==> src/rtl/fwd_pkg.sv <==
package fwd_pkg;
  typedef enum logic [1:0] {
    SEL_REGFILE = 2'b00,
    SEL_WRITEBK = 2'b01,
    SEL_ALUPREV = 2'b10
  } fwdSel_t;

  typedef struct packed {
    fwdSel_t selA;
    fwdSel_t selB;
  } fwdStrobes_t;

  localparam int NUM_OPERANDS = 2;
endpackage

==> src/rtl/fwd_dest_select.sv <==
module fwd_dest_select #(
  parameter int REG_W = 5
) (
  input  logic             regWrite,
  input  logic             regDstRt,
  input  logic [REG_W-1:0] rtField,
  input  logic [REG_W-1:0] rdField,
  output logic [REG_W-1:0] destNum,
  output logic [REG_W-1:0] srcBNum
);
  localparam logic [REG_W-1:0] NO_REG = '0;

  always_comb begin
    if (!regWrite)     destNum = NO_REG;
    else if (regDstRt) destNum = rtField;
    else               destNum = rdField;
  end

  always_comb begin
    srcBNum = regDstRt ? NO_REG : rtField;
  end
endmodule

==> src/rtl/fwd_control.sv <==
module fwd_control
  import fwd_pkg::*;
#(
  parameter int REG_W = 5
) (
  input  logic [REG_W-1:0] srcA,
  input  logic [REG_W-1:0] srcB,
  input  logic [REG_W-1:0] memDest,
  input  logic [REG_W-1:0] wbDest,
  output fwdStrobes_t      strobes
);
  localparam logic [REG_W-1:0] NO_REG = '0;

  logic [REG_W-1:0] srcNum [NUM_OPERANDS];
  fwdSel_t          selArr [NUM_OPERANDS];

  assign srcNum[0] = srcA;
  assign srcNum[1] = srcB;

  for (genvar op = 0; op < NUM_OPERANDS; op++) begin : g_op
    logic hitMem;
    logic hitWb;
    assign hitMem = (memDest != NO_REG) && (memDest == srcNum[op]);
    assign hitWb  = (wbDest  != NO_REG) && (wbDest  == srcNum[op]);
    always_comb begin
      if (hitMem)     selArr[op] = SEL_ALUPREV;
      else if (hitWb) selArr[op] = SEL_WRITEBK;
      else            selArr[op] = SEL_REGFILE;
    end
  end

  assign strobes.selA = selArr[0];
  assign strobes.selB = selArr[1];
endmodule

==> src/rtl/fwd_datapath.sv <==
module fwd_datapath
  import fwd_pkg::*;
#(
  parameter int DATA_W = 32
) (
  input  fwdStrobes_t       strobes,
  input  logic [DATA_W-1:0] regA,
  input  logic [DATA_W-1:0] regB,
  input  logic [DATA_W-1:0] aluPrev,
  input  logic [DATA_W-1:0] wbData,
  output logic [DATA_W-1:0] opA,
  output logic [DATA_W-1:0] opB
);
  logic [DATA_W-1:0] regVal [NUM_OPERANDS];
  logic [DATA_W-1:0] opVal  [NUM_OPERANDS];
  fwdSel_t           sel    [NUM_OPERANDS];

  assign regVal[0] = regA;
  assign regVal[1] = regB;
  assign sel[0]    = strobes.selA;
  assign sel[1]    = strobes.selB;

  for (genvar op = 0; op < NUM_OPERANDS; op++) begin : g_mux
    always_comb begin
      unique case (sel[op])
        SEL_ALUPREV: opVal[op] = aluPrev;
        SEL_WRITEBK: opVal[op] = wbData;
        default:     opVal[op] = regVal[op];
      endcase
    end
  end

  assign opA = opVal[0];
  assign opB = opVal[1];
endmodule

==> src/rtl/forward_unit.sv <==
module forward_unit
  import fwd_pkg::*;
#(
  parameter int REG_W  = 5,
  parameter int DATA_W = 32
) (
  input  logic              decRegWrite,
  input  logic              decRegDst,
  input  logic [REG_W-1:0]  decRtField,
  input  logic [REG_W-1:0]  decRdField,
  output logic [REG_W-1:0]  decDestNum,
  output logic [REG_W-1:0]  decSrcBNum,
  input  logic [REG_W-1:0]  exSrcA,
  input  logic [REG_W-1:0]  exSrcB,
  input  logic [REG_W-1:0]  memDest,
  input  logic [REG_W-1:0]  wbDest,
  input  logic [DATA_W-1:0] exRegA,
  input  logic [DATA_W-1:0] exRegB,
  input  logic [DATA_W-1:0] memAluResult,
  input  logic [DATA_W-1:0] wbWriteData,
  output logic [1:0]        selA,
  output logic [1:0]        selB,
  output logic [DATA_W-1:0] operandA,
  output logic [DATA_W-1:0] operandB
);
  fwdStrobes_t strobes;

  fwd_dest_select #(.REG_W(REG_W)) i_destSel (
    .regWrite (decRegWrite),
    .regDstRt (decRegDst),
    .rtField  (decRtField),
    .rdField  (decRdField),
    .destNum  (decDestNum),
    .srcBNum  (decSrcBNum)
  );

  fwd_control #(.REG_W(REG_W)) i_ctrl (
    .srcA    (exSrcA),
    .srcB    (exSrcB),
    .memDest (memDest),
    .wbDest  (wbDest),
    .strobes (strobes)
  );

  fwd_datapath #(.DATA_W(DATA_W)) i_dp (
    .strobes (strobes),
    .regA    (exRegA),
    .regB    (exRegB),
    .aluPrev (memAluResult),
    .wbData  (wbWriteData),
    .opA     (operandA),
    .opB     (operandB)
  );

  assign selA = strobes.selA;
  assign selB = strobes.selB;
endmodule

==> config.mk <==
export PLATFORM = sky130hd
export DESIGN_NAME = forward_unit
export DESIGN_NICKNAME = d
export VERILOG_FILES = /design/src/rtl/fwd_pkg.sv /design/src/rtl/fwd_dest_select.sv /design/src/rtl/fwd_control.sv /design/src/rtl/fwd_datapath.sv /design/src/rtl/forward_unit.sv
export SDC_FILE = /design/constraint.sdc
export NUM_CORES = 1
export LEC_CHECK = 0
export BUFFER_PORTS_ARGS = -buffer_cell sky130_fd_sc_hd__clkbuf_2
export CAP_MARGIN = 0
export CORE_AREA = 2 2 93 95
export DETAILED_ROUTE_END_ITERATION = 7
export DIE_AREA = 0 0 95 97
export GPL_ROUTABILITY_DRIVEN = 0
export PLACE_DENSITY = 0.66
export SLEW_MARGIN = 20
export SYNTH_ARGS = -nofsm -noshare
export SYNTH_HDL_FRONTEND = slang
export SYNTH_SLANG_ARGS = --single-unit
==> constraint.sdc <==
create_clock -name vclk -period 3.9
set_input_delay 0.78 -clock vclk [all_inputs]
set_output_delay 0.78 -clock vclk [all_outputs]
set_load 0.05 [all_outputs]
# Word-level counts from Yosys, hierarchy flattened
# Index checks and enable logic that the tools add are counted.
word_totals:
  reg_bits: 0
  in_bits: 160
  out_inout_bits: 78
  word_cells: 23
op_classes:
  eq_ne: 8
  muxes: 9
  n_reduce_logical: 6
ops:
  columns: ["operator", "count"]
  rows:
  - ["$pmux W32 S2", 2]
  - ["$eq A5 B5 Y1", 4]
  - ["$mux W5", 3]
  - ["$reduce_bool A5 Y1", 2]
  - ["$eq A2 B1 Y1 const B", 2]
  - ["$eq A2 B2 Y1 const B", 2]
  - ["$logic_and A1 B1 Y1", 4]
  - ["$mux W2", 2]
  - ["$mux W1", 2]

# Depth between registers and ports, before layout
depth:
  word_depth: 6
  ltp_mapped: 6
  depth_no_buf: 5

# Hierarchy
# A second synthesis with hierarchy kept.
hier_totals:
  cells_unflattened: 276
  area_unflattened_um2: 1856.8
by_module_without_submodules:
  columns: ["module", "instances", "cells_each", "area_each_um2", "seq_area_each_um2"]
  rows:
  - ["fwd_datapath", 1, 226, 1421.4, 0.0]
  - ["fwd_control", 1, 34, 299.0, 0.0]
  - ["fwd_dest_select", 1, 16, 136.4, 0.0]

# Worst setup path after synthesis
# Ideal clock, no wire load.
synth_path:
  path_type: "input -> output"
  startpoint: "input wbDest[0]"
  endpoint: "output operandB[10]"
  t_arrival_ns: 2.745
  required_ns: 3.120
  path_slack_ns: 0.375
  path_stages: 6
  path_buffers: 2
  cell_sequence: "or4_4 > o211ai_2 > buf_4 > buf_4 > o21ai_1 > a31oi_1"
synth_between:
  elab_chain_cells: 6
  elab_cells_between_ends: 8
  cone_classes: "eq/ne (3); mux (3); reduce/logical (2)"
synth_lines:
  columns: ["item", "line", "rtl"]
  rows:
  - ["start, declared", "forward_unit.sv:16", "input logic [REG_W-1:0] wbDest,"]
  - ["$eq A5 B5 Y1 / $reduce_bool A5 Y1 (equally long branches)", "fwd_control.sv:24", "assign hitWb = (wbDest != NO_REG) && (wbDest == srcNum[op]);"]
  - ["$logic_and A1 B1 Y1 *", "fwd_control.sv:24", null]
  - ["$mux W1 *", "fwd_control.sv:27", "else if (hitWb) selArr[op] = SEL_WRITEBK;"]
  - ["$mux W2 *", "fwd_control.sv:26", "if (hitMem) selArr[op] = SEL_ALUPREV;"]
  - ["$eq A2 B1 Y1 / $eq A2 B2 Y1 (equally long branches)", "fwd_datapath.sv:25", "unique case (sel[op])"]
  - ["$pmux W32 S2 *", "fwd_datapath.sv:25", null]
  - ["end, declared", "forward_unit.sv:24", "output logic [DATA_W-1:0] operandB"]
# Every way passes the cells marked *; elsewhere a longest branch is shown, timed or not.

# Worst setup path in the final report
layout_path:
  startpoint: "input memDest[1]"
  endpoint: "output operandB[28]"
layout_between:
  elab_chain_cells: 5
  elab_cells_between_ends: 7
  cone_classes: "eq/ne (3); mux (2); reduce/logical (2)"
layout_lines:
  columns: ["item", "line", "rtl"]
  rows:
  - ["start, declared", "forward_unit.sv:15", "input logic [REG_W-1:0] memDest,"]
  - ["$eq A5 B5 Y1 / $reduce_bool A5 Y1 (equally long branches)", "fwd_control.sv:23", "assign hitMem = (memDest != NO_REG) && (memDest == srcNum[op]);"]
  - ["$logic_and A1 B1 Y1 *", "fwd_control.sv:23", null]
  - ["$mux W2 *", "fwd_control.sv:26", null]
  - ["$eq A2 B1 Y1 / $eq A2 B2 Y1 (equally long branches)", "fwd_datapath.sv:25", null]
  - ["$pmux W32 S2 *", "fwd_datapath.sv:25", null]
# Marked as above.

==> impl_metrics.ini <==
[finish]
final_cell_count_no_fill = 696
area_growth_pct = 66.1
multi_input_comb_area_mm2 = 0.00190
fill_cells = 876
seq_area_um2 = 0
drive_gt1_frac = 0.452
nets = 753
clkbuf_count = 0
antenna_cells = 0
design.seq.count = 0

[routing]
wl_per_cell_um = 15.7
first_pass_iters = 4
drt_iter0_markers = 184
num_vias = 3781
drc = 0
drtAntennaViolNets = 0
viasPerCell = 5.43
drt-total-wl_um = 10900

[global_routing]
grt_max_degree = 66
gr-total-overflow = 0
grt_pass1_wl_um = 17100
antenna_found_initial = 0
grt_use_total = 0.221
grt_pass1_vias = 3619

[synth]
synth.avg_cell_area_um2 = 5.85
synth_commonest_cells = a31oi_1, nor3_1, or3_1, o21ai_1, inv_1
synth_seq_area_share = 0
ys.warnings.count = 0
synth.area.top_cells = a31oi_1, or3_1, nor3_1
synth_cell_types = 21
synth_fp_nets = 547
synth_top_cell_area_share = 0.169
synth_area_mm2 = 0.00226
syn_inst = 387
yosysTopAreaCell = a31oi_1

[worst_hold_path]
hold_depth = 4
hp-class = input pin to output port
hp-start = exRegB[15]
hold_path_end = operandB[15]

[worst_setup_path]
worstSetupPathType = input pin to output port
critPathCaptureType = output port
path_cells = clkbuf_2 -> or4_4 -> o211ai_4 -> or2_1 -> buf_4 -> a31oi_1 -> clkbuf_2
crit_fanout = 18
crit_path_frequent_cell = clkbuf_2
critPathBufInv = 3
cp.arrival_ps = 2700
cp-start-kind = input pin
critPathSlowestCell = or4_4
crit_path_max_incr_delay_ps = 580
path_delay_family = simple AND/OR/NAND/NOR gates
required_ps = 3120

[sta]
rsz0062_at_grt = no
final.min_clock_period_ps = 3480
whs_ps = 1960
fmax_mhz = 287
slew_headroom = 0.733
finalSetupTns_ps = 0
hold_violations = 0
setup_viol_count_final = 0
maxSlewViolCount = 0
fin_crit_sh = 0.892
worst_pin_slew_ps = 400

[die]
ios = 238
initial_core_util = 0.278
rows = 33
fp.dieArea_mm2 = 0.00922
die_w_um = 95
core_region_area_mm2 = 0.00813
die_height_um = 97

[clocking]
postCtsSetupRepairBufs = 0
ctsResizeCount = 0
cts_hold_repair.buffers = 0

[placed_design]
dp.cells = 696
dpl.hpwl_um = 8420
portBuffers = 238

[power]
p_leak_nw = 1.73
ir_drop_uv = 87.1
power.total_mw = 0.757
power.density_mw_per_mm2 = 201

[run]
max_cap_viol_count = 0

[outcome]
status = finished clean
## stage by stage
| stage | instance area [um2] | utilization | setup slack [ps] |
|---|---|---|---|
| final | 3760 | 0.462 | 419 |
| after global routing | 3760 | 0.462 | 319 |
| after CTS | 3760 | 0.462 | 405 |
| after detailed placement | 3760 | 0.462 | 406 |
| after global placement | 3760 | 0.462 | 440 |
| after floorplan | 2260 | - | 375 |
## cells in the final DEF, fill, tap and decap left out
cell type and instances:
inv_2 2, buf_12 19, a31oi_1 61, xnor2_1 20, or3_1 61, o21ai_0 25
buf_4 14, o21ai_1 39, o211ai_4 4, or2_1 2, or4_4 2, a2bb2oi_1 3
clkbuf_2 222, mux2i_1 5, nor3_1 61, o32a_1 3, nor2b_1 10, nand3_2 2
inv_1 32, nand3_1 2, nor3_2 2
## layout make-up
| cell class | instances | share of cell area |
|---|---|---|
| inverters | 34 | 0.0340 |
| repair buffers | 255 | 0.425 |
| multi-input cells | 302 | 0.506 |
| well taps | 105 | 0.0350 |
## power breakdown
part / internal, mW / switching [mW] / leakage [nW]
Sequential: 0 / 0 / 0
Clock: 0 / 0 / 0
Combinational: 0.247 / 0.510 / 1.73
Total: 0.247 / 0.510 / 1.73
## how the worst max path moves through the flow
stage | startpoint | end | slack (ps) | cells past startpoint
finish | memDest[1] | operandB[28] | 420 | 7
global route | memDest[1] | operandB[13] | 320 | 7
CTS | memDest[1] | operandB[28] | 410 | 7
detailed placement | memDest[1] | operandB[28] | 410 | 7
global placement | memDest[1] | operandB[28] | 440 | 7
floorplan | wbDest[0] | operandB[10] | 370 | 6
## cells by family after synthesis
kind of cell / count (synthesis) / share of synthesized area
and+or+nand+nor: 142 / 0.364
muxes: 5 / 0.0221
AOI/OAI and AO/OA: 135 / 0.357
buffers and inverters: 85 / 0.179
xor gates and xnor gates: 20 / 0.0774
## routing by layer
layer  GRT usage  part of all wire  vias to the layer above
met5           0                 0                        -
met4      0.0156            0.0062                        0
met3      0.0296             0.099                        6
met2       0.415              0.50                      216
met1       0.274              0.39                     1720
li1            -                 -                     1839
No activity file was read; power rests on OpenSTA's default activity.
